--- src/rtl/rxq_pkg.sv ---
package rxq_pkg;

  // Status bits carried with every stored character
  typedef struct packed {
    logic pe;
    logic fe;
    logic brk;
  } rxq_flags_t;

  localparam int FLAG_W = $bits(rxq_flags_t);

endpackage

--- src/rtl/rxq_store.sv ---
module rxq_store
  import rxq_pkg::*;
#(
  parameter int DATA_W = 8,
  parameter int DEPTH  = 3
) (
  input  logic              clk,
  input  logic              rst,
  input  logic              push_valid,
  input  logic [DATA_W-1:0] push_data,
  input  rxq_flags_t        push_flags,
  input  logic              rd_strobe,
  output logic [DATA_W-1:0] head_data,
  output rxq_flags_t        head_flags,
  output logic              rdy_q,
  output logic              full_q,
  output logic              drop,
  output logic              arrive_valid,
  output rxq_flags_t        arrive_flags
);

  localparam int PTR_W = (DEPTH > 1) ? $clog2(DEPTH) : 1;
  localparam int CNT_W = $clog2(DEPTH + 1);
  localparam int ENT_W = DATA_W + FLAG_W;
  localparam logic [PTR_W-1:0] LAST_IDX = PTR_W'(DEPTH - 1);
  localparam logic [CNT_W-1:0] CNT_FULL = CNT_W'(DEPTH);

  logic [ENT_W-1:0] mem [DEPTH];
  logic [PTR_W-1:0] rd_ptr, wr_ptr, rd_ptr_inc, wr_ptr_inc;
  logic [CNT_W-1:0] count, cnt_nxt;
  logic             do_pop, do_push;
  logic [ENT_W-1:0] push_word, head_word, next_word;

  assign push_word = {push_flags, push_data};
  assign head_word = mem[rd_ptr];
  assign next_word = mem[rd_ptr_inc];

  always_comb begin
    rd_ptr_inc = (rd_ptr == LAST_IDX) ? '0 : rd_ptr + 1'b1;
    wr_ptr_inc = (wr_ptr == LAST_IDX) ? '0 : wr_ptr + 1'b1;
  end

  // A slot freed by a same-cycle read can take the incoming character
  always_comb begin
    do_pop  = rd_strobe && (count != '0);
    do_push = push_valid && ((count != CNT_FULL) || do_pop);
    drop    = push_valid && !do_push;
  end

  always_comb begin
    unique case ({do_push, do_pop})
      2'b10:   cnt_nxt = count + 1'b1;
      2'b01:   cnt_nxt = count - 1'b1;
      default: cnt_nxt = count;
    endcase
  end

  // Which character, if any, becomes the head on this edge
  always_comb begin
    arrive_valid = 1'b0;
    arrive_flags = '0;
    if (do_pop && (count >= CNT_W'(2))) begin
      arrive_valid = 1'b1;
      arrive_flags = rxq_flags_t'(next_word[ENT_W-1:DATA_W]);
    end else if (do_push && ((count == '0) || ((count == CNT_W'(1)) && do_pop))) begin
      arrive_valid = 1'b1;
      arrive_flags = push_flags;
    end
  end

  // Storage array without reset so it maps onto distributed RAM
  always_ff @(posedge clk) begin
    if (do_push) mem[wr_ptr] <= push_word;
  end

  always_ff @(posedge clk) begin
    if (rst) begin
      rd_ptr <= '0;
      wr_ptr <= '0;
      count  <= '0;
      rdy_q  <= 1'b0;
      full_q <= 1'b0;
    end else begin
      if (do_pop)  rd_ptr <= rd_ptr_inc;
      if (do_push) wr_ptr <= wr_ptr_inc;
      count  <= cnt_nxt;
      rdy_q  <= (cnt_nxt != '0);
      full_q <= (cnt_nxt == CNT_FULL);
    end
  end

  assign head_data  = head_word[DATA_W-1:0];
  assign head_flags = rxq_flags_t'(head_word[ENT_W-1:DATA_W]);

endmodule

--- src/rtl/rxq_sticky.sv ---
module rxq_sticky
  import rxq_pkg::*;
(
  input  logic       clk,
  input  logic       rst,
  input  logic       err_clear,
  input  logic       drop,
  input  logic       arrive_valid,
  input  rxq_flags_t arrive_flags,
  output rxq_flags_t acc_flags,
  output logic       ovr_q
);

  rxq_flags_t acc_base, acc_add;

  always_comb begin
    acc_base = err_clear ? rxq_flags_t'('0) : acc_flags;
    acc_add  = arrive_valid ? arrive_flags : rxq_flags_t'('0);
  end

  always_ff @(posedge clk) begin
    if (rst) begin
      acc_flags <= '0;
      ovr_q     <= 1'b0;
    end else begin
      acc_flags <= acc_base | acc_add;
      ovr_q     <= (ovr_q && !err_clear) || drop;
    end
  end

endmodule

--- src/rtl/rxq_report.sv ---
module rxq_report
  import rxq_pkg::*;
(
  input  logic       block_mode,
  input  logic       irq_sel_full,
  input  logic       rdy_q,
  input  logic       full_q,
  input  rxq_flags_t head_flags,
  input  rxq_flags_t acc_flags,
  output rxq_flags_t shown_flags,
  output logic       irq
);

  always_comb begin
    if (block_mode)  shown_flags = acc_flags;
    else if (rdy_q)  shown_flags = head_flags;
    else             shown_flags = '0;
    irq = irq_sel_full ? full_q : rdy_q;
  end

endmodule

--- src/rtl/rx_hold_fifo.sv ---
module rx_hold_fifo
  import rxq_pkg::*;
#(
  parameter int DATA_W = 8,
  parameter int DEPTH  = 3
) (
  input  logic              clk,
  input  logic              rst,
  input  logic              push_valid,
  input  logic [DATA_W-1:0] push_data,
  input  logic              push_pe,
  input  logic              push_fe,
  input  logic              push_brk,
  input  logic              rd_strobe,
  input  logic              block_mode,
  input  logic              err_clear,
  input  logic              irq_sel_full,
  output logic [DATA_W-1:0] rd_data,
  output logic              rdy,
  output logic              full,
  output logic              ovr,
  output logic              st_pe,
  output logic              st_fe,
  output logic              st_brk,
  output logic              irq
);

  rxq_flags_t push_flags, head_flags, arrive_flags, acc_flags, shown_flags;
  logic       drop, arrive_valid;

  assign push_flags = '{pe: push_pe, fe: push_fe, brk: push_brk};

  rxq_store #(.DATA_W(DATA_W), .DEPTH(DEPTH)) u_store (
    .clk          (clk),
    .rst          (rst),
    .push_valid   (push_valid),
    .push_data    (push_data),
    .push_flags   (push_flags),
    .rd_strobe    (rd_strobe),
    .head_data    (rd_data),
    .head_flags   (head_flags),
    .rdy_q        (rdy),
    .full_q       (full),
    .drop         (drop),
    .arrive_valid (arrive_valid),
    .arrive_flags (arrive_flags)
  );

  rxq_sticky u_sticky (
    .clk          (clk),
    .rst          (rst),
    .err_clear    (err_clear),
    .drop         (drop),
    .arrive_valid (arrive_valid),
    .arrive_flags (arrive_flags),
    .acc_flags    (acc_flags),
    .ovr_q        (ovr)
  );

  rxq_report u_report (
    .block_mode   (block_mode),
    .irq_sel_full (irq_sel_full),
    .rdy_q        (rdy),
    .full_q       (full),
    .head_flags   (head_flags),
    .acc_flags    (acc_flags),
    .shown_flags  (shown_flags),
    .irq          (irq)
  );

  assign st_pe  = shown_flags.pe;
  assign st_fe  = shown_flags.fe;
  assign st_brk = shown_flags.brk;

endmodule

--- config.mk ---
export PLATFORM = sky130hd
export DESIGN_NAME = rx_hold_fifo
export DESIGN_NICKNAME = d
export VERILOG_FILES = /design/src/rtl/rxq_pkg.sv /design/src/rtl/rxq_store.sv /design/src/rtl/rxq_sticky.sv /design/src/rtl/rxq_report.sv /design/src/rtl/rx_hold_fifo.sv
export SDC_FILE = /design/constraint.sdc
export NUM_CORES = 1
export LEC_CHECK = 0
export BUFFER_PORTS_ARGS = -buffer_cell sky130_fd_sc_hd__buf_2
export CAP_MARGIN = 20
export CORE_MARGIN = 1
export CORE_UTILIZATION = 30
export DETAILED_ROUTE_END_ITERATION = 8
export PLACE_DENSITY = 0.51
export SLEW_MARGIN = 40
export SYNTH_ARGS = -nofsm -noshare
export SYNTH_HDL_FRONTEND = slang
export SYNTH_SLANG_ARGS = --single-unit
--- constraint.sdc ---
create_clock -name clk -period 3.4 [get_ports clk]
set_clock_uncertainty 0.05 [all_clocks]
set_input_delay 1.02 -clock clk [delete_from_list [all_inputs] [get_ports clk]]
set_output_delay 1.02 -clock clk [all_outputs]
set_load 0.05 [all_outputs]
==> results of run 1 <==
[state kept, by name, indices dropped and copies added (netlist names), named ones only]
signal	count
u_store.wr_ptr	2
u_store.full_q	1
u_sticky.ovr_q	1
u_store.rdy_q	1
u_store.mem	33
u_sticky.acc_flags	3
u_store.rd_ptr	2
u_store.count	2
[stage by stage]
| stage | setup WS, ns | hold WS, ns | area (um2) | instances | total power [W] |
|---|---|---|---|---|---|
| after CTS | 0.5569 | 0.4399 | 2371 | 271 | 0.001483 |
| after detailed placement | 0.6022 | 0.4239 | 2238 | 263 | 0.001002 |
| after global placement | 0.6124 | 0.4225 | 2238 | 263 | 0.001002 |
| after global routing | 0.4401 | 0.4744 | 2371 | 271 | 0.001536 |
| final | 0.6072 | 0.4381 | 2371 | 271 | 0.001464 |
| after floorplan | 0.03955 | 0.4033 | 1984 | 157 | 0.0009243 |
[cells by family after synthesis]
logic type               Yosys count  share of synthesized area (%)
AO/OA/AOI/OAI                     36                          12.61
adder cells (fa/ha/maj)            6                          3.783
multiplexers                      12                          6.116
flip-flops                        47                          64.06
AND/OR/NAND/NOR                   39                          9.836
buffers and inverters             17                          3.594
[cells in the final DEF (no fill, tap or decap), types with 2 or more instances in the layout]
cell type                   instances
sky130_fd_sc_hd__nand2_1           17
sky130_fd_sc_hd__nor3b_2            2
sky130_fd_sc_hd__a2111oi_1          2
sky130_fd_sc_hd__nor3_1             2
sky130_fd_sc_hd__inv_1             11
sky130_fd_sc_hd__ha_1               6
sky130_fd_sc_hd__nor2b_1            3
sky130_fd_sc_hd__a221o_1            3
sky130_fd_sc_hd__nor2_1             9
sky130_fd_sc_hd__bufinv_16          2
sky130_fd_sc_hd__a21oi_1            5
sky130_fd_sc_hd__buf_2             32
sky130_fd_sc_hd__edfxtp_1          33
sky130_fd_sc_hd__mux2i_1           11
sky130_fd_sc_hd__a32oi_1            2
sky130_fd_sc_hd__o21ai_0           15
sky130_fd_sc_hd__dfxtp_1           14
sky130_fd_sc_hd__buf_4              3
sky130_fd_sc_hd__clkbuf_8           5
sky130_fd_sc_hd__a211oi_1           4
[final cells by class]
cell class                 instances  area [um2]  share of cell area, %
timing repair buffer              35       182.7                  7.704
clock buffer                       6       72.57                  3.061
clock inverter                     2       60.06                  2.533
inverter                          11       41.29                  1.741
tap                               77       96.34                  4.063
multi-input combinational         93       646.9                  27.28
sequential                        47        1271                  53.61
[routing by layer]
layer	routed length [um]	GRT usage (%)
met5	0	0
met4	85	6.113
met3	136	3.181
met2	1706	19.15
met1	1701	14.10
[worst max path at each step]
| stage | depth (start not counted) | slack, ns | to | startpoint |
|---|---|---|---|---|
| 2_1_floorplan | 2 | 0.04 | st_fe | block_mode |
| 3_3_place_gp | 4 | 0.61 | st_pe | block_mode |
| 3_5_place_dp | 4 | 0.60 | st_fe | block_mode |
| 4_1_cts | 3 | 0.56 | st_brk | register |
| 5_1_grt | 3 | 0.44 | st_brk | register |
| 6_report | 3 | 0.61 | st_brk | register |
[critical path, stage by stage (launching register included)]
cell and delay, ns:
sky130_fd_sc_hd__dfxtp_1 0.77, sky130_fd_sc_hd__mux2i_1 0.19, sky130_fd_sc_hd__o21ai_0 0.17, sky130_fd_sc_hd__buf_2 0.28
[power breakdown]
group | total [W] | internal (W) | leakage, nW | switching, W
registers | 0.000683 | 0.000655 | 0.420 | 0.0000286
logic | 0.000301 | 0.0000910 | 0.398 | 0.000210
clock network | 0.000480 | 0.000294 | 0.0654 | 0.000186
==> out/summary.md, run 1 <==
The run finished with clean final reports. The die is 83.33 um wide. The area growth from synthesis to layout is 19.48%. The tools report the half-perimeter wire length after placement as 2.494 mm.

The buffer count from post-CTS setup fixing is 0, and the net count reported at finish is 217. Power spread over the standard cell area amounts to 617.5 nW/um2. The logs give 0 for the hold violation count in the final report and 6944 um2 for the area of the die. Average size of a mapped cell: 12.64 um2.

The starting density of the core is 31.25%. The floorplan has 29 rows. The number of sinks driven by the clock tree is 47, and the number of distinct library cell variants in the gate-level netlist after synthesis is 31. The hold buffer count at cts came out at 0.

Post-CTS repair changed the size of 0 cells. Using the TritonRoute via totals, the vias-per-cell ratio works out to 4.616. The worst hold path was traced through 2 stages. By instance count, the leading cell after synthesis is sky130_fd_sc_hd__edfxtp_1. For the largest vdd supply drop, the log shows 0.2340 mV. The setup path with the least slack is of type reg2out. Max-cap violations in this run came to 0. Die height: 83.33 um. For this run, design rule violations remaining after detail routing come to 0. The area of the core region is 6350 um2, and the final critical-path share of the clock period is 82.14%.

The clock reaches the later pin of the worst-skew pair after 0.30 ns. The total overflow left after global routing is 0. In the final layout, the share of cells above drive strength 1 is 25.77%. The number of detailed-routing iterations run before antenna repair was 4.

Static timing analysis puts the maximum clock frequency at 358.1 MHz. The most area-hungry cell type in the Yosys netlist is sky130_fd_sc_hd__edfxtp_1. Number of port buffers: 32.

For the number of buffers created by CTS, the log shows 5. After clock tree synthesis, the clock-pin slew on the worst setup and hold paths is 0.09 ns. Cells fill 37.34% of the core in the end. Pin count of the biggest net entering global routing: 20.

The critical path data required time is 2.33 ns. The number of flops mapped to enable cells by yosys is 33. Counting cells, the worst reg-to-reg path comes to 6. Summing over every cut layer, the via total after detailed routing is 1251. Yosys attributes the largest share of cell area to sky130_fd_sc_hd__edfxtp_1 (50%), sky130_fd_sc_hd__dfxtp_1 (14%), sky130_fd_sc_hd__mux2i_1 (5.5%).

After detailed routing, the average wire length per cell comes to 13.39 um. The proportion of netlist area held by the largest area contributor works out to 49.94%. Post-synth net total: 181.

Setup repair after global routing left no endpoint under its margin. Setup violations remaining at the end of the flow were counted as 0. The first global-routing pass estimated 6.203 mm of wire.

The H-tree generated during clock tree synthesis spans 2 levels. The tools report the clock tree buffer depth as 2. The worst setup path is captured at a primary output. The tightest min-delay check is of the reg2reg type. For the max-slew violation count, the log shows 0. In this run the remaining antenna-violating nets after routing total 0. The number of antenna violations at the first check in global routing came out at 0. The proportion of synthesized flip-flops having asynchronous set or reset was 0%. Fill cells in the final layout number 621. During I/O placement, the number of pins put on the boundary was 33. The share of the Yosys chip area taken by registers is 64.06%. The worst register-to-register path has a setup slack of 1.18 ns. The maximum fanout encountered on the critical timing path is 19, and the post-synthesis register bit count is 47.

Root buffer cell: sky130_fd_sc_hd__clkbuf_8. The first routing iteration left 45 violations. The worst setup path is launched from a register. The count of inserted antenna diode cells was 0. The worst hold path begins at u_store.wr_ptr[0]. The leakage component of the power came out at 0.8835 nW. The endpoint identified for the worst register-to-register timing path is u_store.mem[0][7]. Data arrives at the worst endpoint at 1.72 ns.

The actual transition at the worst max-transition pin is 0.6885 ns, and the total global routing track utilization is 11.72%. By count the netlist is led by sky130_fd_sc_hd__edfxtp_1 (33), sky130_fd_sc_hd__nand2_1 (17), sky130_fd_sc_hd__o21ai_0 (15), sky130_fd_sc_hd__dfxtp_1 (14). TritonCTS built the clock tree. The run gives 3.630 mm as the aggregate routed wire length. Endpoint with the worst hold slack: u_store.wr_ptr[0]. The synthesized netlist occupies a cell area of 1984 um2.

The final RePlAce weighted congestion is 0.7400. For the worst max-slew margin expressed relative to the limit, the log shows 54.04%. The number of global-route vias before repair is 1303. For this run, the number of Yosys warnings is 0.

In the final timing run, aggregate negative setup slack is 0 ns. The smallest clock period supported by the final layout is computed as 2.793 ns. Main flop type after synthesis: sky130_fd_sc_hd__edfxtp_1.

Startpoint of the most critical register-to-register path: u_store.count[0]. Counting every instance in the synthesized netlist gives 157.
No activity file was read; power rests on OpenSTA's default activity.
==> inputs of run 2 (changes only) <==
==> constraint.sdc (replaced) <==
create_clock -name clk -period 2.9 [get_ports clk]
set_clock_uncertainty 0.05 [all_clocks]
set_input_delay 0.87 -clock clk [delete_from_list [all_inputs] [get_ports clk]]
set_output_delay 0.87 -clock clk [all_outputs]
set_load 0.05 [all_outputs]
==> out/summary.md, run 2 (same netlist as run 1, synthesis figures left out) <==
Summed over all layers, the routed wires come to 3.594 mm. For the number of detailed-routing iterations run before antenna repair, the log shows 4. Critical path data arrival time: 1.63 ns. The routed layout has 1249 vias.

The number of gates resized after CTS was 0. The logs give 1247 for the number of global-route vias before repair and 646.9 um2 for the multi-input logic area. The tools report the number of sinks driven by the clock tree as 47. The flow ran to the end, and the final reports show no timing, DRC or antenna violations. The signal on the critical path passes through buf_4 -> mux2i_1 -> o21ai_0 -> buf_2.

The first global-routing pass estimated 6.009 mm of wire. The number of max-cap violations is 0, and the fraction of final layout cells sized beyond drive strength 1 is 26.15%. In this run the power density over the cells is 688.5 nW/um2. The logs give 0 for the hold buffer count at cts and 2 for the CTS H-tree depth.

Dividing the detail-routed via count by the number of cells gives 4.592. From synthesis to final layout, the design area changed by 18.60%. Setup repair after global routing left no endpoint under its margin. Summed over all nets, the half-perimeter wirelength after detailed placement is 2.510 mm.

The largest registers in the layout are u_store.mem: 33 flops, u_sticky.acc_flags: 3 flops. The area of the core region came out at 6350 um2. Slowest library cell on the worst path: sky130_fd_sc_hd__dfxtp_1. Hold violation count in the final report: 0. Sum of overflow across all layers after global routing: 0. After the last flow step, the layout net total stands at 218. The total global routing track utilization was 11.40%; the number of buffers created by CTS was 5.

The boundary pin count came out at 33. The largest stage delay on the critical path works out to 0.59 ns. The number of placement rows was 29; the count of unresolved DRC violations after routing was 0.

The library cell used most frequently in the layout, excluding fill and tap cells, is sky130_fd_sc_hd__edfxtp_1. For this block, the initial DRC count from the detailed router was 47. The path category of the worst min-delay check is reg2reg. Dividing the final minimum period by the clock period gives 87.92%. The register with the most flip-flops in the layout has 33 of them. The minimum hold slack is 0.4330 ns.

Port buffering added 32 buffers. The run gives 0 as the max-slew violation count. The leakage component of the power is 0.8791 nW, and the area of all sequential standard cells is 1271 um2.

The number of setup buffers added after CTS is 0. Entering global routing, the biggest net connects 16 pins. The final design instance area without fill was 2354 um2.

TritonCTS built the clock tree. In the global route stage, met3 resource usage came out at 3.181%. In this run the most used layer during global routing was met2. The worst setup path is launched from a register. The filler cells instantiated in the layout total 619. The tools report the clock tree buffer depth as 2. The setup path with the least slack is of type reg2out.

Ranked by flip-flop count, first place goes to u_store.mem. Category of the worst setup path capture point: a primary output. Worst max-slew margin expressed relative to the limit: 68.37%.

Global routing used 19.00% of the available met2 tracks. The area of the die came out at 6944 um2. The routed wire length per instance works out to 13.21 um.

For the number of antenna violations at the first check in global routing, the log shows 0. The width of the die came out at 83.33 um. The die height came out at 83.33 um. The setup check on the worst reg-to-reg path leaves a slack of 0.73 ns. The non-filler instance count after layout came out at 272. Including well taps, the total number of placed cells is 264. For the largest vdd supply drop, the log shows 0.2412 mV. The initial utilization of the core area, before any placement, comes to 31.25%. The global routing usage on met1 is 13.66%, and the clock latency reported for the late side of the worst-skew pair is 0.30 ns. The instance area after placement was 2246 um2.

The smallest clock period supported by the final layout is computed as 2.550 ns. Along the worst path, the maximum fanout reaches 10. At the worst endpoint, the required time is 1.98 ns. The run gives 0 as the count of inserted antenna diode cells. Setup violations remaining at the end of the flow were counted as 0.

After clock tree synthesis, the clock-pin slew on the worst setup and hold paths is 0.09 ns. In this run the clock root is driven by a sky130_fd_sc_hd__clkbuf_8. Static timing analysis puts the maximum clock frequency at 392.2 MHz. The number of nets with antenna violations after routing is 0, and the actual transition at the worst max-transition pin is 0.4740 ns. The final RePlAce weighted congestion is 0.7512.

The top cell types in the final layout, fill and taps aside, are sky130_fd_sc_hd__edfxtp_1 (33), sky130_fd_sc_hd__buf_2 (32), sky130_fd_sc_hd__nand2_1 (17).
run 2: changes by cell type in the layout (fill, tap and decap cells not counted), sizes merged:
| cell | before | now |
|---|---|---|
| buf | 35 | 36 |
| bufinv | 2 | 1 |
| clkbuf | 6 | 5 |
| clkinv | 0 | 2 |
run 2: worst paths after layout:
path,startpoint,end,depth (start not counted)
max reg2reg,u_store.count[1],u_store.mem[0][0],6
max,register,rd_data[7],4
min reg2reg,u_store.wr_ptr[0],u_store.wr_ptr[0],2
min,u_store.wr_ptr[0],u_store.wr_ptr[0],2
run 2: layout make-up:
class	count	share of cell area, %
Clock buffer	5	2.924
Clock inverter	3	1.648
Inverter	11	1.754
Multi-Input combinational cell	93	27.49
Sequential cell	47	54.01
Tap cell	77	4.094
Timing Repair Buffer	36	8.081
run 2: report_power, final:
group          leakage, nW  switching (W)  internal (W)  total, W
combinational        0.404       0.000244      0.000108  0.000352
clock               0.0556       0.000213      0.000252  0.000465
sequential           0.420      0.0000358      0.000768  0.000804
run 2: worst max-delay path, delay by kind of cell, from the launching register on:
family          cells  cell delay (ns)
compound gates      1             0.13
mux                 1             0.08
flops               1             0.59
buf+inv             2             0.53
run 2: through the flow:
| stage | utilization (%) | total power [W] | worst slack (ns) | setup TNS, ns |
|---|---|---|---|---|
| after detailed placement | 35.37 | 0.001176 | 0.3997 | 0 |
| after global routing | 37.06 | 0.001706 | 0.2129 | 0 |
| after CTS | 37.06 | 0.001640 | 0.3048 | 0 |
| after floorplan | - | 0.001084 | -0.1604 | -0.4695 |
| after global placement | 35.37 | 0.001176 | 0.4125 | 0 |
| final | 37.06 | 0.001620 | 0.3502 | 0 |
run 2: metal layers:
| layer | wire, um | up-vias |
|---|---|---|
| li1 | - | 645 |
| met1 | 1682 | 579 |
| met2 | 1724 | 20 |
| met3 | 104 | 5 |
| met4 | 83 | 0 |
| met5 | 0 | - |
==> inputs of run 3 (changes only) <==
--- a/config.mk
+++ b/config.mk
@@ -7,10 +7,8 @@
 export LEC_CHECK = 0
 export BUFFER_PORTS_ARGS = -buffer_cell sky130_fd_sc_hd__buf_2
 export CAP_MARGIN = 20
-export CORE_MARGIN = 1
 export CORE_UTILIZATION = 30
 export DETAILED_ROUTE_END_ITERATION = 8
-export PLACE_DENSITY = 0.51
 export SLEW_MARGIN = 40
 export SYNTH_ARGS = -nofsm -noshare
 export SYNTH_HDL_FRONTEND = slang
==> out/summary.md, run 3 (same netlist as run 1, synthesis figures left out) <==
Summing over every cut layer, the via total after detailed routing is 1272. Setup violations remaining at the end of the flow were counted as 0. Setup total negative slack on the finished layout was measured at 0 ns. Register with the highest flop count: u_store.mem. The critical path in this run is classified as in2out. The floorplan step defined a die boundary enclosing 6944 um2. TritonCTS built the clock tree. The worst setup path is captured at a primary output. Clock tree buffer depth: 2. Routed via count divided by cell count: 4.676. The library cells used most frequently in the layout, excluding fill and tap cells, are sky130_fd_sc_hd__edfxtp_1 (33), sky130_fd_sc_hd__buf_2 (32), sky130_fd_sc_hd__nand2_1 (17).

The power per cell area works out to 666.9 nW/um2. The hold buffer count at cts was 0; the pin count of the biggest net entering global routing was 17. In this run, the clock network consumes 25.9% of the power.

Timing analysis after detailed placement gives a worst setup slack of 0.3111 ns. The tools report the count of unresolved DRC violations after routing as 0. After the last flow step, the layout net total stands at 218. The first global-routing pass estimated 6.058 mm of wire.

The highest achievable clock rate was 390.2 MHz. The commonest non-fill, non-tap cell in the layout is sky130_fd_sc_hd__edfxtp_1. Once detail routing completed, the nets flagged for antenna violations numbered 0.

Max-slew violation count: 0. For the hold violation count in the final report, the log shows 0. The run gives 0 as the number of antenna violations at the first check in global routing.

The flow ran to the end, and the final reports show no timing, DRC or antenna violations. The H-tree was split into 2 levels. The worst setup slack after layout was 0.3373 ns. Cells fill 36.89% of the core in the end. After legalization and detailed placement, the total HPWL measured 2.564 mm.

The repair_antennas step left the layout with diodes totalling 0. The die is 83.33 um wide. The register with the most flip-flops in the layout has 33 of them.

STA puts the critical path data required time at 1.98 ns. In this run, the number of DRC markers left after iteration 0 of detailed routing was 62. In this run, the combinational gates consume 22.9% of the power.

The aggregate routed wire length was 3.620 mm; the shortest clock period the worst path allows after layout was 2.563 ns. The leakage component of the power was 0.8743 nW. For the number of max-cap violations, the log shows 0. The path category of the worst min-delay check is reg2reg. Along the worst path, the maximum fanout reaches 4. Buffers placed on the I/O ports in this run total 32.

The clock-pin transition on the worst setup and hold timing paths came out at 0.09 ns. The number of global-route vias before repair was 1286. At the end of routability-driven placement, the weighted congestion stood at 0.7369.

Global routing finished with a remaining overflow of 0. The die height is 83.33 um. The root buffer cell is sky130_fd_sc_hd__clkbuf_8. The logs give 0.0005128 W for the power spent charging and discharging nets and 1.64 ns for the critical path data arrival time.

The largest vdd supply drop was 0.2155 mV; the fraction of final layout cells sized beyond drive strength 1 was 27.18%. The internal portion of the total power is 0.001049 W. The clock latency reported for the late side of the worst-skew pair was 0.30 ns. The register share of total power was 51.3%. The post-synthesis to final-layout area growth was 18.03%. In the final layout, the registers with the most flip-flops are u_store.mem: 33 flops, u_sticky.acc_flags: 3 flops.

Critical path startpoint category: a primary input. Routed wire length per instance: 13.31 um. The tools report the number of buffers created by CTS as 5. The first detailed-routing pass ran for 4 iterations. The starting density of the core is 31.25%, and the actual transition at the worst max-transition pin is 0.4490 ns. Global routing used 11.39% of the available tracks across all layers. 33 I/O pins were placed.

The clock net in this run drives a total of 47 sinks. Net switching is 32.83% of the power. After clock tree synthesis, the repair step resized 0 gates. The number of placement rows is 29. Setup repair after global routing left no endpoint under its margin.

For the area of the core region, the log shows 6350 um2. The buffer count from post-CTS setup fixing was 0. The final critical-path share of the clock period was 88.37%; the worst max-slew margin expressed relative to the limit was 70.03%.
run 3: area by class of cell:
| type | count | area [um2] |
|---|---|---|
| Inverter | 11 | 41.29 |
| Multi-Input combinational cell | 93 | 651.9 |
| Clock inverter | 3 | 22.52 |
| Fill cell | 620 | 4008 |
| Tap cell | 77 | 96.34 |
| Clock buffer | 5 | 68.82 |
| Sequential cell | 47 | 1271 |
| Timing Repair Buffer | 36 | 190.2 |
run 3: final timing paths:
path | slack (ns) | cells after the start | to | from
max | 0.34 | 4 | st_brk | block_mode
min reg2reg | 0.45 | 2 | u_store.wr_ptr[0] | u_store.wr_ptr[0]
min | 0.45 | 2 | u_store.wr_ptr[0] | u_store.wr_ptr[0]
max reg2reg | 0.73 | 6 | u_store.mem[0][2] | u_store.count[1]
run 3: layer usage:
| metal | up-vias | wire, um | track usage, % |
|---|---|---|---|
| li1 | 644 | - | - |
| met1 | 604 | 1572 | 13.11 |
| met2 | 19 | 1864 | 19.37 |
| met3 | 5 | 114 | 2.883 |
| met4 | 0 | 68 | 6.113 |
| met5 | - | 0 | 0 |
run 3: stage by stage:
| stage | power, W | cell area (um2) | cells | hold WS, ns |
|---|---|---|---|---|
| 6_report | 0.001562 | 2342 | 272 | 0.4460 |
| 5_1_grt | 0.001640 | 2342 | 272 | 0.4740 |
| 4_1_cts | 0.001577 | 2342 | 272 | 0.4468 |
| 3_5_place_dp | 0.001177 | 2251 | 264 | 0.4294 |
| 3_3_place_gp | 0.001174 | 2251 | 264 | 0.4182 |
| 2_1_floorplan | 0.001084 | 1984 | 157 | 0.4033 |
run 3: power groups by stage:
| stage | sequential (W) | clock [W] | combinational [W] |
|---|---|---|---|
| final | 0.000801 | 0.000404 | 0.000357 |
| after global routing | 0.000808 | 0.000444 | 0.000387 |
| after CTS | 0.000801 | 0.000414 | 0.000362 |
| after detailed placement | 0.000817 | 0 | 0.000360 |
| after global placement | 0.000815 | 0 | 0.000359 |
| after floorplan | 0.000823 | 0 | 0.000261 |
run 3: worst max-delay path: stages:
cell	delay (ns)
sky130_fd_sc_hd__buf_2	0.12
sky130_fd_sc_hd__nand2b_1	0.16
sky130_fd_sc_hd__o21ai_0	0.19
sky130_fd_sc_hd__buf_2	0.30
